[src/rtl/cophs_pkg.sv]
package cophs_pkg;

  typedef enum logic [2:0] {
    PH_NONE  = 3'd0,
    PH_FIRST = 3'd1,
    PH_BUSY  = 3'd2,
    PH_INTR  = 3'd3,
    PH_XFER  = 3'd4,
    PH_DATA  = 3'd5
  } phase_e;

  typedef enum logic [1:0] {
    RSP_READY = 2'd0,
    RSP_BUSY  = 2'd1,
    RSP_CANT  = 2'd2,
    RSP_INC   = 2'd3
  } resp_e;

  typedef enum logic [1:0] {
    EXC_NONE   = 2'd0,
    EXC_RESET  = 2'd1,
    EXC_FAST   = 2'd2,
    EXC_NORMAL = 2'd3
  } exc_e;

  localparam logic [2:0] OP_CALC    = 3'd0;
  localparam logic [2:0] OP_TO_CP   = 3'd1;
  localparam logic [2:0] OP_FROM_CP = 3'd2;
  localparam logic [2:0] OP_LOAD    = 3'd3;
  localparam logic [2:0] OP_STORE   = 3'd4;

  typedef enum logic [3:0] {
    S_IDLE, S_FIRST, S_WAIT, S_BUSY, S_INTR,
    S_XFER, S_LDATA, S_LREAD, S_SDATA, S_SWR, S_DONE
  } seq_state_e;

  function automatic logic op_is_mem(input logic [2:0] op);
    return (op == OP_LOAD) || (op == OP_STORE);
  endfunction

  function automatic logic op_is_legal(input logic [2:0] op);
    return op <= OP_STORE;
  endfunction

endpackage

[src/rtl/cophs_exc_prio.sv]
module cophs_exc_prio
  import cophs_pkg::*;
(
  input  logic       rst_line_n,
  input  logic       fiq_n,
  input  logic       irq_n,
  input  logic       fiq_mask,
  input  logic       irq_mask,
  output logic       pending,
  output logic [1:0] kind
);
  exc_e sel;

  always_comb begin
    if (!rst_line_n)              sel = EXC_RESET;
    else if (!fiq_n && !fiq_mask) sel = EXC_FAST;
    else if (!irq_n && !irq_mask) sel = EXC_NORMAL;
    else                          sel = EXC_NONE;
  end

  assign kind    = sel;
  assign pending = (sel != EXC_NONE);
endmodule

[src/rtl/cophs_addr_unit.sv]
module cophs_addr_unit #(
  parameter int AW         = 32,
  parameter int WORD_BYTES = 4,
  parameter int OK_BITS    = 26,
  parameter int VEC_TOP    = 32
) (
  input  logic          clk,
  input  logic          rst,
  input  logic          load,
  input  logic [AW-1:0] load_addr,
  input  logic          is_store,
  input  logic          step,
  output logic [AW-1:0] addr_q,
  output logic          fault
);
  logic high_bad;
  logic vec_bad;

  generate
    if (OK_BITS < AW) begin : g_range
      assign high_bad = |load_addr[AW-1:OK_BITS];
    end else begin : g_norange
      assign high_bad = 1'b0;
    end
  endgenerate

  assign vec_bad = is_store && (load_addr < AW'(VEC_TOP));
  assign fault   = high_bad || vec_bad;

  always_ff @(posedge clk) begin
    if (rst)       addr_q <= '0;
    else if (load) addr_q <= load_addr;
    else if (step) addr_q <= addr_q + AW'(WORD_BYTES);
  end
endmodule

[src/rtl/cop_handshake_seq.sv]
module cop_handshake_seq
  import cophs_pkg::*;
#(
  parameter int AW        = 32,
  parameter int DW        = 32,
  parameter int FLAG_BITS = 4,
  parameter int OK_BITS   = 26,
  parameter int VEC_TOP   = 32
) (
  input  logic                 clk,
  input  logic                 rst,
  input  logic                 start,
  input  logic [2:0]           op_kind,
  input  logic                 wb_bit,
  input  logic [AW-1:0]        start_addr,
  input  logic [DW-1:0]        src_word,
  input  logic [FLAG_BITS-1:0] cc_flags,
  input  logic                 rst_line_n,
  input  logic                 fiq_n,
  input  logic                 irq_n,
  input  logic                 fiq_mask,
  input  logic                 irq_mask,
  output logic [2:0]           cp_phase,
  input  logic [1:0]           cp_resp,
  output logic [DW-1:0]        cp_to_word,
  input  logic [DW-1:0]        cp_from_word,
  output logic                 mem_rd,
  output logic                 mem_wr,
  output logic [AW-1:0]        mem_addr,
  output logic [DW-1:0]        mem_wdata,
  input  logic [DW-1:0]        mem_rdata,
  input  logic                 mem_fault,
  output logic                 busy,
  output logic                 done,
  output logic                 undef_trap,
  output logic                 cp_abort,
  output logic                 addr_abort,
  output logic                 mem_abort,
  output logic                 intr_taken,
  output logic [1:0]           exc_kind,
  output logic                 base_wb,
  output logic [DW-1:0]        result_word
);
  localparam int WORD_BYTES = DW / 8;

  seq_state_e    state;
  logic [2:0]    op_q;
  logic          wb_q;
  logic          reached_q;
  logic          st_inc_q;
  logic [DW-1:0] word_q;

  logic          exc_pend;
  logic [1:0]    exc_sel;
  logic          addr_load;
  logic          addr_step;
  logic          addr_fault;
  logic [AW-1:0] addr_q;
  logic          resp_inc;

  cophs_exc_prio u_prio (
    .rst_line_n (rst_line_n),
    .fiq_n      (fiq_n),
    .irq_n      (irq_n),
    .fiq_mask   (fiq_mask),
    .irq_mask   (irq_mask),
    .pending    (exc_pend),
    .kind       (exc_sel)
  );

  assign addr_load = (state == S_IDLE) && start;
  assign resp_inc  = (cp_resp == RSP_INC);
  assign addr_step = ((state == S_LDATA) && resp_inc) ||
                     ((state == S_SWR) && st_inc_q);

  cophs_addr_unit #(
    .AW         (AW),
    .WORD_BYTES (WORD_BYTES),
    .OK_BITS    (OK_BITS),
    .VEC_TOP    (VEC_TOP)
  ) u_addr (
    .clk       (clk),
    .rst       (rst),
    .load      (addr_load),
    .load_addr (start_addr),
    .is_store  (op_kind == OP_STORE),
    .step      (addr_step),
    .addr_q    (addr_q),
    .fault     (addr_fault)
  );

  // Sequencer
  always_ff @(posedge clk) begin
    if (rst) begin
      state       <= S_IDLE;
      op_q        <= '0;
      wb_q        <= 1'b0;
      reached_q   <= 1'b0;
      st_inc_q    <= 1'b0;
      word_q      <= '0;
      undef_trap  <= 1'b0;
      cp_abort    <= 1'b0;
      addr_abort  <= 1'b0;
      mem_abort   <= 1'b0;
      intr_taken  <= 1'b0;
      exc_kind    <= '0;
      result_word <= '0;
    end else begin
      case (state)
        S_IDLE: if (start) begin
          op_q        <= op_kind;
          wb_q        <= wb_bit;
          word_q      <= src_word;
          reached_q   <= 1'b0;
          st_inc_q    <= 1'b0;
          undef_trap  <= 1'b0;
          cp_abort    <= 1'b0;
          addr_abort  <= 1'b0;
          mem_abort   <= 1'b0;
          intr_taken  <= 1'b0;
          exc_kind    <= '0;
          result_word <= '0;
          if (!op_is_legal(op_kind)) begin
            undef_trap <= 1'b1;
            state      <= S_DONE;
          end else if (op_is_mem(op_kind) && addr_fault) begin
            addr_abort <= 1'b1;
            state      <= S_DONE;
          end else begin
            state <= S_FIRST;
          end
        end
        S_FIRST, S_BUSY: begin
          case (cp_resp)
            RSP_BUSY: state <= S_WAIT;
            RSP_CANT: begin
              if (op_is_mem(op_q)) cp_abort   <= 1'b1;
              else                 undef_trap <= 1'b1;
              if (op_q == OP_FROM_CP)
                result_word <= {cc_flags, {(DW-FLAG_BITS){1'b0}}};
              state <= S_DONE;
            end
            default: begin
              if (op_q == OP_LOAD) begin
                reached_q <= 1'b1;
                state     <= S_XFER;
              end else if (op_q == OP_STORE) begin
                reached_q <= 1'b1;
                state     <= S_SDATA;
              end else begin
                if (op_q == OP_FROM_CP) result_word <= cp_from_word;
                state <= S_DONE;
              end
            end
          endcase
        end
        S_WAIT: begin
          if (exc_pend) begin
            exc_kind <= exc_sel;
            state    <= S_INTR;
          end else begin
            state <= S_BUSY;
          end
        end
        S_INTR: begin
          intr_taken <= 1'b1;
          state      <= S_DONE;
        end
        S_XFER, S_LREAD: begin
          word_q <= mem_rdata;
          if (mem_fault) mem_abort <= 1'b1;
          state <= S_LDATA;
        end
        S_LDATA: state <= resp_inc ? S_LREAD : S_DONE;
        S_SDATA: begin
          word_q   <= cp_from_word;
          st_inc_q <= resp_inc;
          state    <= S_SWR;
        end
        S_SWR: begin
          if (mem_fault) mem_abort <= 1'b1;
          state <= st_inc_q ? S_SDATA : S_DONE;
        end
        S_DONE:  state <= S_IDLE;
        default: state <= S_IDLE;
      endcase
    end
  end

  // Outputs decoded from registered state
  phase_e ph;
  always_comb begin
    case (state)
      S_FIRST:          ph = PH_FIRST;
      S_BUSY:           ph = PH_BUSY;
      S_INTR:           ph = PH_INTR;
      S_XFER:           ph = PH_XFER;
      S_LDATA, S_SDATA: ph = PH_DATA;
      default:          ph = PH_NONE;
    endcase
  end

  assign cp_phase   = ph;
  assign cp_to_word = word_q;
  assign mem_rd     = (state == S_XFER) || (state == S_LREAD);
  assign mem_wr     = (state == S_SWR);
  assign mem_addr   = addr_q;
  assign mem_wdata  = word_q;
  assign busy       = (state != S_IDLE);
  assign done       = (state == S_DONE);
  assign base_wb    = (state == S_DONE) && wb_q && reached_q;
endmodule

[config.mk]
export PLATFORM = sky130hd
export DESIGN_NAME = cop_handshake_seq
export DESIGN_NICKNAME = d
export VERILOG_FILES = /design/src/rtl/cophs_pkg.sv /design/src/rtl/cophs_exc_prio.sv /design/src/rtl/cophs_addr_unit.sv /design/src/rtl/cop_handshake_seq.sv
export SDC_FILE = /design/constraint.sdc
export NUM_CORES = 1
export LEC_CHECK = 0
export ABC_AREA = 0
export ABC_CLOCK_PERIOD_IN_PS = 2500
export BUFFER_PORTS_ARGS = -buffer_cell sky130_fd_sc_hd__buf_4
export CAP_MARGIN = 20
export CORE_ASPECT_RATIO = 1.75
export CORE_MARGIN = 3
export CORE_UTILIZATION = 42
export DETAILED_ROUTE_END_ITERATION = 6
export PLACE_DENSITY = 0.87
export SLEW_MARGIN = 0
export SYNTH_ARGS = -nofsm -noshare
export SYNTH_HDL_FRONTEND = slang
export SYNTH_SLANG_ARGS = --single-unit
[constraint.sdc]
create_clock -name clk -period 2.5 [get_ports clk]
set_clock_uncertainty 0.2 [all_clocks]
set_input_delay 0.375 -clock clk [delete_from_list [all_inputs] [get_ports clk]]
set_output_delay 0.375 -clock clk [all_outputs]
set_load 0.01 [all_outputs]
* Yosys cells after proc, flatten, opt, wreduce, memory -nomap -nowiden
Cells that the tools add are included.
Word-level totals: output and inout port bits 143, bits in registers 113, logic and storage cells 138, bits of input ports 147
Operators by class: magnitude comparators 2, reductions and logical operators 44, multiplexer cells 47, add/sub/neg operators 1, eq/ne operators 30
Operator list (count):
- $mux W32 | 8
- $pmux W32 S2 | 2
- $pmux W32 S3 | 1
- $add A32 B3 Y32 const B | 1
- $lt A32 B6 Y1 const B | 1
- $pmux W4 S8 | 1
- $mux W4 | 5
- $eq A4 B3 Y1 const B | 4
- $ne A2 B2 Y1 const B | 8
- $pmux W3 S5 | 1
- $mux W2 | 7
- $reduce_bool A2 Y1 | 7
- $mux W1 | 13
- $eq A4 B4 Y1 const B | 3
- $pmux W1 S2 | 6
- $reduce_and A4 Y1 | 3
- $eq A3 B2 Y1 const B | 3
- $logic_and A1 B1 Y1 | 9
- $ne A3 B3 Y1 const B | 3
- $eq A4 B2 Y1 const B | 2
- $pmux W4 S2 | 1
- $reduce_and A2 Y1 | 4
- $reduce_or A2 Y1 | 4
- $eq A3 B3 Y1 const B | 2
- other kinds (16) | 25

* Logic depth before layout (Yosys ltp)
Gate-level depths: netlist (run 1).
depth in word-level cells 8, gate-level depth with buffers 9, mapped depth without buffers 7

* Modules after synthesis
Synthesis (run 1) repeated with hierarchy kept, for this count alone.
Second synthesis, totals: cells, all modules 751, area, all modules 6339.8 um^2
By module, submodules not included:
- cop_handshake_seq | cells an instance 513, area an instance 4386.7 um^2, seq. area each 1621.6 um^2, times used 1
- cophs_addr_unit | cells an instance 233, area an instance 1914.3 um^2, seq. area each 640.6 um^2, times used 1
- cophs_exc_prio | cells an instance 5, area an instance 38.8 um^2, seq. area each 0.0 um^2, times used 1

* Worst setup path after synthesis (run 1)
No wires, ideal clock.
path type register to register, from reg state[3], to reg u_addr.addr_q[29], slack 0.109 ns, required time 2.209 ns, clock period less this slack 2.391 ns, arrival 2.100 ns, cell stages (with the launch flop) 8, library setup time 0.091 ns, path buffers 2, cell sequence dfxtp_1 buf_4 and4bb_4 a32oi_4 or4_1 buf_2 or4_1 a311oi_1
Between the ends: longest elaborated chain between the ends 4, elaborated cells between the ends (all ways) 9, those cells by class eq/ne: 2; mux: 1; reduce/logical: 6
RTL lines:
- start: declaration | RTL line cop_handshake_seq.sv:46 | seq_state_e state;
- start signal: assignment | RTL line cop_handshake_seq.sv:174 | S_LDATA: state <= resp_inc ? S_LREAD : S_DONE;
- start signal: assignment | RTL line cop_handshake_seq.sv:182 | state <= st_inc_q ? S_SDATA : S_DONE;
- $eq A4 B4 Y1
- named net mem_wr | RTL line cop_handshake_seq.sv:28 | output logic mem_wr,
- $logic_and A1 B1 Y1 | RTL line cop_handshake_seq.sv:74 | ((state == S_SWR) && st_inc_q);
- $logic_or A1 B1 Y1 | RTL line cop_handshake_seq.sv:73 | assign addr_step = ((state == S_LDATA) && resp_inc) ||
- $reduce_bool A2 Y1 (no source line)
- end signal: assignment | RTL line cophs_addr_unit.sv:32 | else if (load) addr_q <= load_addr;
- end signal: assignment | RTL line cophs_addr_unit.sv:33 | else if (step) addr_q <= addr_q + AW'(WORD_BYTES);
- end: declaration | RTL line cophs_addr_unit.sv:13 | output logic [AW-1:0] addr_q,
The timed path passes the listed nets, and every way through them passes these cells. A chain may end at the register's enable or synchronous reset.

* Final worst setup path (run 1)
from reg state[2], to reg u_addr.addr_q[29]
Between the ends: longest elaborated chain between the ends 4, elaborated cells between the ends (all ways) 9, those cells by class eq/ne: 2; mux: 1; reduce/logical: 6
RTL lines (RTL line):
- $eq A4 B3 Y1 or $eq A4 B4 Y1 (tied branches) | cop_handshake_seq.sv:73, cop_handshake_seq.sv:74
- $logic_and A1 B1 Y1, on equally long branches | cop_handshake_seq.sv:73, cop_handshake_seq.sv:74
- $logic_or A1 B1 Y1 | cop_handshake_seq.sv:73
- $reduce_bool A2 Y1 (no source line)
Several ways; a longest one is shown, not always the timed one.

==> impl_metrics.toml, run 1 <==
[outcome]
status = "finished, final reports clean"

[floorplan]
die-height_um = 160.8
floorplan.die_area_um2 = 15180
num_rows = 56
die_width_um = 94.44
core_um2 = 13380
floorplan.initialDensity_pct = 42.96
ioPinCount = 290

[clock_tree]
cts_root_buffer = "sky130_fd_sc_hd__clkbuf_16"
cts_num_sinks = 113
clock_path_buffers = 2
cts_tree = "built"
cts_made_buffers = 17
clock_tree.htree_level_count = 4
clk_pin_slew_worst_paths_ns = 0.05
clk-insertion-delay-late_ns = 0.40

[logic_synthesis]
seq_area_frac_synth_pct = 39.35
post_synth_edffs = 0
synth_largest_area_cell = "sky130_fd_sc_hd__dfxtp_1"
synth.net_count = 876
netlist-cell-type-count = 52
syn-cell-area_um2 = 5749
synth_seq_cells = 113
postSynthAreaPerCell_um2 = 7.930
synth.most_common_cell = "sky130_fd_sc_hd__dfxtp_1"
asyncSetResetFlopFracSynth_pct = 0
ys_dominant_reg_cell = "sky130_fd_sc_hd__dfxtp_1"
synth_top_cell_area_share_pct = 39.35
yosysWarningCount = 0
postSynthCellCount = 725
ys_top_cells_by_area = "sky130_fd_sc_hd__dfxtp_1, sky130_fd_sc_hd__nand2_1, sky130_fd_sc_hd__a311oi_1"
synth.top_cells.by_count = "sky130_fd_sc_hd__dfxtp_1, sky130_fd_sc_hd__nand2_1, sky130_fd_sc_hd__nor2_1"

[timing]
timing.final.setup_violations = 0
timing.setup.tns_ns = 0
period_share_pct = 95.98
finalHoldViolCount = 0
period_needed_ns = 2.400
timing.final.max_slew_violations = 0
unrepaired_setup_endpoints_after_global_routing = "false"
max_freq_mhz = 416.7
maxSlewHeadroom_pct = 53.68
final.setup.worst_slack_ns = 0.1004
worst-slew-pin-transition_ns = 0.6876

[drt]
wl_met2_mm = 11.33
routed.top_layer = "met4"
m1WireLength_mm = 7.273
dr.pass1.iters = 6
detailroute.wirelength.met3_mm = 1.689
dr_total_vias = 6621
initial_drt_markers = 345
remaining_drc_errors = 0
totalWireLength_mm = 21.21
ant_nets = 0
route.detailed.wl_per_inst_um = 18.22
via_per_inst = 5.688

[worst_setup_path]
timing.reg2reg.setup_slack_ns = 0.10
crit_type = "flop to flop"
critical_path_required_ns = 2.61
timing.critical_path.from = "state[2]$_SDFFE_PP0P_"
terminus_of_the_critical_flop_to_flop_path = "u_addr.addr_q[29]$_SDFFE_PP0P_"
critical-path-max-stage-delay_ns = 0.65
worstRegToRegCells = 5
crit_end = "u_addr.addr_q[29]$_SDFFE_PP0P_"
critical_path.startpoint_type = "flop"
timing.critical_path.mode_cell = "sky130_fd_sc_hd__or4_1"
cp_capture_type = "flop"
signal_arrival_time_at_the_worst_endpoint_ns = 2.51
crit_slowest_cell = "sky130_fd_sc_hd__or4_1"
cells_along_the_critical_path = "and4bb_4 > a32oi_4 > or4_1 > or4_1 > a311oi_1"
reg2reg_from = "state[2]$_SDFFE_PP0P_"
critical_path.max_fanout = 7

[global_route]
grt_overflow_total = 0
grt_pass1_vias = 6464
first_pass_grt_wire_length_mm = 32.66
number_of_antenna_violations_at_the_first_check_in_global_routing = 0
pin_count_of_the_biggest_net_entering_global_routing = 69
grt_util_all_layers_pct = 27.16

[place]
dp_cells = 1133
gp_routability_congestion = 0.9048
place_area_um2 = 8015
hpwlAfterDp_mm = 16.02
port_buf_inserts = 289
dp_slack_ns = -0.01893

[run]
maxCapViolations = 0

[finish]
insertedDiodeCount = 0
post_layout_nonfiller_instances = 1164
final.fill_count = 1120
stdcell_area_um2 = 8616
layout-area-overhead-vs-synth_pct = 49.86
nets = 1129
multi_input_area_um2 = 3028
layout-drive-gt1-share_pct = 36.97
area.sequential_um2 = 2262

[pwr]
vdd_drop_max_mv = 0.6630
power_density_nw_per_um2 = 1125
power.leakage_nw = 3.658

[min_path]
worstHoldPathType = "input pin to flop"
## where the power goes
part | internal, mW | switching [mW]
combinational | 2.00 | 2.41
clock | 1.60 | 0.833
sequential | 2.34 | 0.499
total | 5.95 | 3.74
## logic make-up (layout without fill, tap and decap cells)
family | Yosys count | count (layout) | share of synthesized area, %
AO/OA/AOI/OAI | 186 | 186 | 22.48
multiplexers | 8 | 8 | 1.502
buffers and inverters | 96 | 361 | 8.466
AND/OR/NAND/NOR | 300 | 300 | 24.59
adder cells (fa/ha/maj) | 4 | 4 | 0.8705
flip-flops | 113 | 113 | 39.35
XOR/XNOR | 18 | 18 | 2.742
## how the worst min path moves through the flow
stage	startpoint	depth (start not counted)	slack, ns	to
finish	wb_bit	3	0.03	wb_q$_SDFFE_PP0P_
global route	start_addr[0]	3	0.02	u_addr.addr_q[0]$_SDFFE_PP0P_
CTS	start_addr[0]	3	0.01	u_addr.addr_q[0]$_SDFFE_PP0P_
detailed placement	result_word[28]$_SDFFE_PP0P_	2	0.24	result_word[28]$_SDFFE_PP0P_
global placement	wb_q$_SDFFE_PP0P_	2	0.24	wb_q$_SDFFE_PP0P_
floorplan	wb_q$_SDFFE_PP0P_	2	0.23	wb_q$_SDFFE_PP0P_
## worst max-delay path, delay by kind of cell, from the launching register on
kind	cells	cell delay (ns)
simple gates	3	1.45
compound gates	2	0.33
flops	1	0.32
## area by class of cell
type,count,area share [%]
Sequential cell,113,26.26
Tap cell,174,2.527
Multi-Input combinational cell,516,35.14
Inverter,8,0.3485
Clock buffer,20,5.301
Clock inverter,11,1.597
Timing Repair Buffer,322,28.83
## cells in the final DEF (no fill, tap or decap), drive strengths merged, types with 4 or more instances in the layout
cell      n
a311oi   36
nor4     13
and3      5
a211oi   21
nor2b     5
o21ai    16
or3       6
nand3    38
a21oi    55
ha        4
inv       7
xnor2    15
nor4b     5
and4      7
nor2     82
clkinv    6
dfxtp   113
mux2      5
nand2   104
buf     322
nor3      8
nand4     9
clkbuf   20
nor3b     5
a22oi    33
nand2b    4
## state kept, by name, indices dropped and copies added, names as in the netlist, 2 cells and up
register,cells
exc_kind,2
result_word,32
cp_to_word,32
u_addr.addr_q,32
state,4
op_q,3
## stage by stage
| step | hold WS (ns) | util (%) | power (mW) |
|---|---|---|---|
| finish | 0.02666 | 64.38 | 9.692 |
| global route | 0.02263 | 64.38 | 10.27 |
| CTS | 0.01179 | 64.36 | 9.708 |
| detailed placement | 0.2436 | 59.89 | 7.247 |
| global placement | 0.2371 | 59.89 | 7.156 |
| floorplan | 0.2321 | - | 5.352 |
## metal layers
layer | vias up | track usage [%]
met4 | 0 | 15.12
li1 | 3111 | -
met2 | 353 | 48.84
met5 | - | 0
met3 | 62 | 5.155
met1 | 3095 | 28.94
## repair_timing
action / 4_1_cts / 5_1_grt
hold endpoints to repair: 0 / 0
hold buffers: 0 / 0
cloned: 0 / 0
gates resized for setup: 1 / 1
setup buffers: 0 / 0
endpoints found under the setup margin: 1 / 3
(Power assumes the default switching activity.)
==> inputs of run 2 (changes only) <==
--- a/config.mk
+++ b/config.mk
@@ -9,11 +9,13 @@
 export ABC_CLOCK_PERIOD_IN_PS = 2500
 export BUFFER_PORTS_ARGS = -buffer_cell sky130_fd_sc_hd__buf_4
 export CAP_MARGIN = 20
+export CELL_PAD_IN_SITES_DETAIL_PLACEMENT = 0
+export CELL_PAD_IN_SITES_GLOBAL_PLACEMENT = 2
 export CORE_ASPECT_RATIO = 1.75
 export CORE_MARGIN = 3
-export CORE_UTILIZATION = 42
+export CORE_UTILIZATION = 22
 export DETAILED_ROUTE_END_ITERATION = 6
-export PLACE_DENSITY = 0.87
+export PLACE_DENSITY = 0.86
 export SLEW_MARGIN = 0
 export SYNTH_ARGS = -nofsm -noshare
 export SYNTH_HDL_FRONTEND = slang
==> impl_metrics.toml, run 2 (synthesis gave the netlist of run 1 again) <==
[clock_tree]
cts_root_buffer = "sky130_fd_sc_hd__clkbuf_16"
cts_made_buffers = 17
clock_tree.htree_level_count = 4
post-cts-setup-buffers = 0
clock_path_buffers = 2
clk-insertion-delay-late_ns = 0.42
cts_tree = "built"
cts_num_sinks = 113
clk_pin_slew_worst_paths_ns = 0.06

[floorplan]
floorplan.initialDensity_pct = 22.52
ioPinCount = 290
die-height_um = 219.9
floorplan.die_area_um2 = 28180
die_width_um = 128.2
core_um2 = 25530
num_rows = 77

[worst_setup_path]
timing.reg2reg.setup_slack_ns = 0.16
worstRegToRegCells = 5
critical_path.max_fanout = 33
terminus_of_the_critical_flop_to_flop_path = "u_addr.addr_q[29]$_SDFFE_PP0P_"
crit_end = "mem_rd"
crit_type = "flop to output pin"
critical_path_required_ns = 1.92
critical_path.startpoint_type = "flop"
reg2reg_from = "state[2]$_SDFFE_PP0P_"
signal_arrival_time_at_the_worst_endpoint_ns = 1.81
cp_capture_type = "output pin"
timing.critical_path.from = "state[2]$_SDFFE_PP0P_"

[min_path]
min-delay-start = "cp_from_word[7]"
worstHoldPathType = "input pin to flop"

[place]
gp_routability_congestion = 0.7929
hpwlAfterDp_mm = 18.47
dp_cells = 1281
dp_slack_ns = -0.04008
port_buf_inserts = 289

[timing]
period_needed_ns = 2.384
worst-slew-pin-transition_ns = 0.5592
finalHoldViolCount = 0
timing.final.setup_violations = 0
maxSlewHeadroom_pct = 62.20
period_share_pct = 95.37
max_freq_mhz = 419.4
finalHoldWorstSlack_ns = 0.02607
unrepaired_setup_endpoints_after_global_routing = "false"
final.setup.worst_slack_ns = 0.1158
timing.final.max_slew_violations = 0

[drt]
dr_total_vias = 6448
route.detailed.wl_per_inst_um = 18.48
ant_nets = 0
dr.pass1.iters = 4
totalWireLength_mm = 24.39
via_per_inst = 4.885
initial_drt_markers = 292
remaining_drc_errors = 0

[finish]
layout.cells.most_common_list = "sky130_fd_sc_hd__buf_4, sky130_fd_sc_hd__dfxtp_1, sky130_fd_sc_hd__nand2_1"
nets = 1144
final_core_util_pct = 35.24
layout-drive-gt1-share_pct = 36.99
final.fill_count = 2711
most_frequent_standard_cell_in_the_layout_excluding_fill_and_tap_cells = "sky130_fd_sc_hd__buf_4"
layout-area-overhead-vs-synth_pct = 56.50
post_layout_nonfiller_instances = 1320

[global_route]
pin_count_of_the_biggest_net_entering_global_routing = 69
first_pass_grt_wire_length_mm = 36.32
grt_util_all_layers_pct = 16.76
grt_overflow_total = 0
gr-max-usage-layer = "met2"
globalRouteMet1Util_pct = 17.28
grt_pass1_vias = 6461
met2_usage_pct = 31.53
number_of_antenna_violations_at_the_first_check_in_global_routing = 1
global_route.usage.met3_pct = 3.856

[outcome]
status = "finished, final reports clean"

[pwr]
report.power.total_mw = 10.00
power.leakage_nw = 3.760
power_density_nw_per_um2 = 1111
vdd_drop_max_mv = 0.7408

[run]
maxCapViolations = 0
run 2: worst min-delay path by stage:
stage | end | slack, ns | cells after the start
2_1_floorplan | wb_q$_SDFFE_PP0P_ | 0.23 | 2
3_3_place_gp | wb_q$_SDFFE_PP0P_ | 0.24 | 2
3_5_place_dp | result_word[29]$_SDFFE_PP0P_ | 0.24 | 2
4_1_cts | result_word[7]$_SDFFE_PP0P_ | 0.0007 | 3
5_1_grt | cp_to_word[4]$_SDFFE_PP0P_ | 0.005 | 3
6_report | result_word[7]$_SDFFE_PP0P_ | 0.03 | 3
run 2: area by class of cell:
class                           count  area (um2)  share of cell area (%)
Tap cell                          316       395.4                   4.394
Timing Repair Buffer              337        2640                   29.34
Clock buffer                       25       535.5                   5.952
Inverter                            8       30.03                  0.3338
Clock inverter                      4       95.09                   1.057
Multi-Input combinational cell    516        3037                   33.75
Sequential cell                   113        2262                   25.14
Antenna cell                        1       2.502                 0.02781
run 2: routing by layer:
layer | vias to the layer above | routed length [um]
met5 | - | 0
met1 | 3040 | 8892
li1 | 3135 | -
met3 | 43 | 1302
met2 | 230 | 13470
met4 | 0 | 730
run 2: metrics by stage:
stage               setup TNS, ns  area, um2
global route                    0       8997
CTS                             0       8991
global placement         -0.04702       8270
detailed placement       -0.04008       8270
floorplan                       0       5749
finish                          0       8997
run 2: power by group:
part / internal [mW] / total (mW) / switching [mW]
Clock: 1.76 / 2.62 / 0.862
Combinational: 2.07 / 4.54 / 2.47
Sequential: 2.34 / 2.84 / 0.498
run 2: worst max-delay path: stages, from the launching register on:
cell,delay [ns]
sky130_fd_sc_hd__dfxtp_1,0.34
sky130_fd_sc_hd__nor2b_1,0.26
sky130_fd_sc_hd__buf_4,0.21
sky130_fd_sc_hd__nand2_1,0.09
sky130_fd_sc_hd__clkinv_1,0.10
sky130_fd_sc_hd__buf_12,0.22
sky130_fd_sc_hd__buf_4,0.16
run 2: repair_timing:
item	CTS	global route
setup endpoints to repair	0	2
hold endpoints to repair	9	0
resized for setup	0	1
hold buffers	9	0
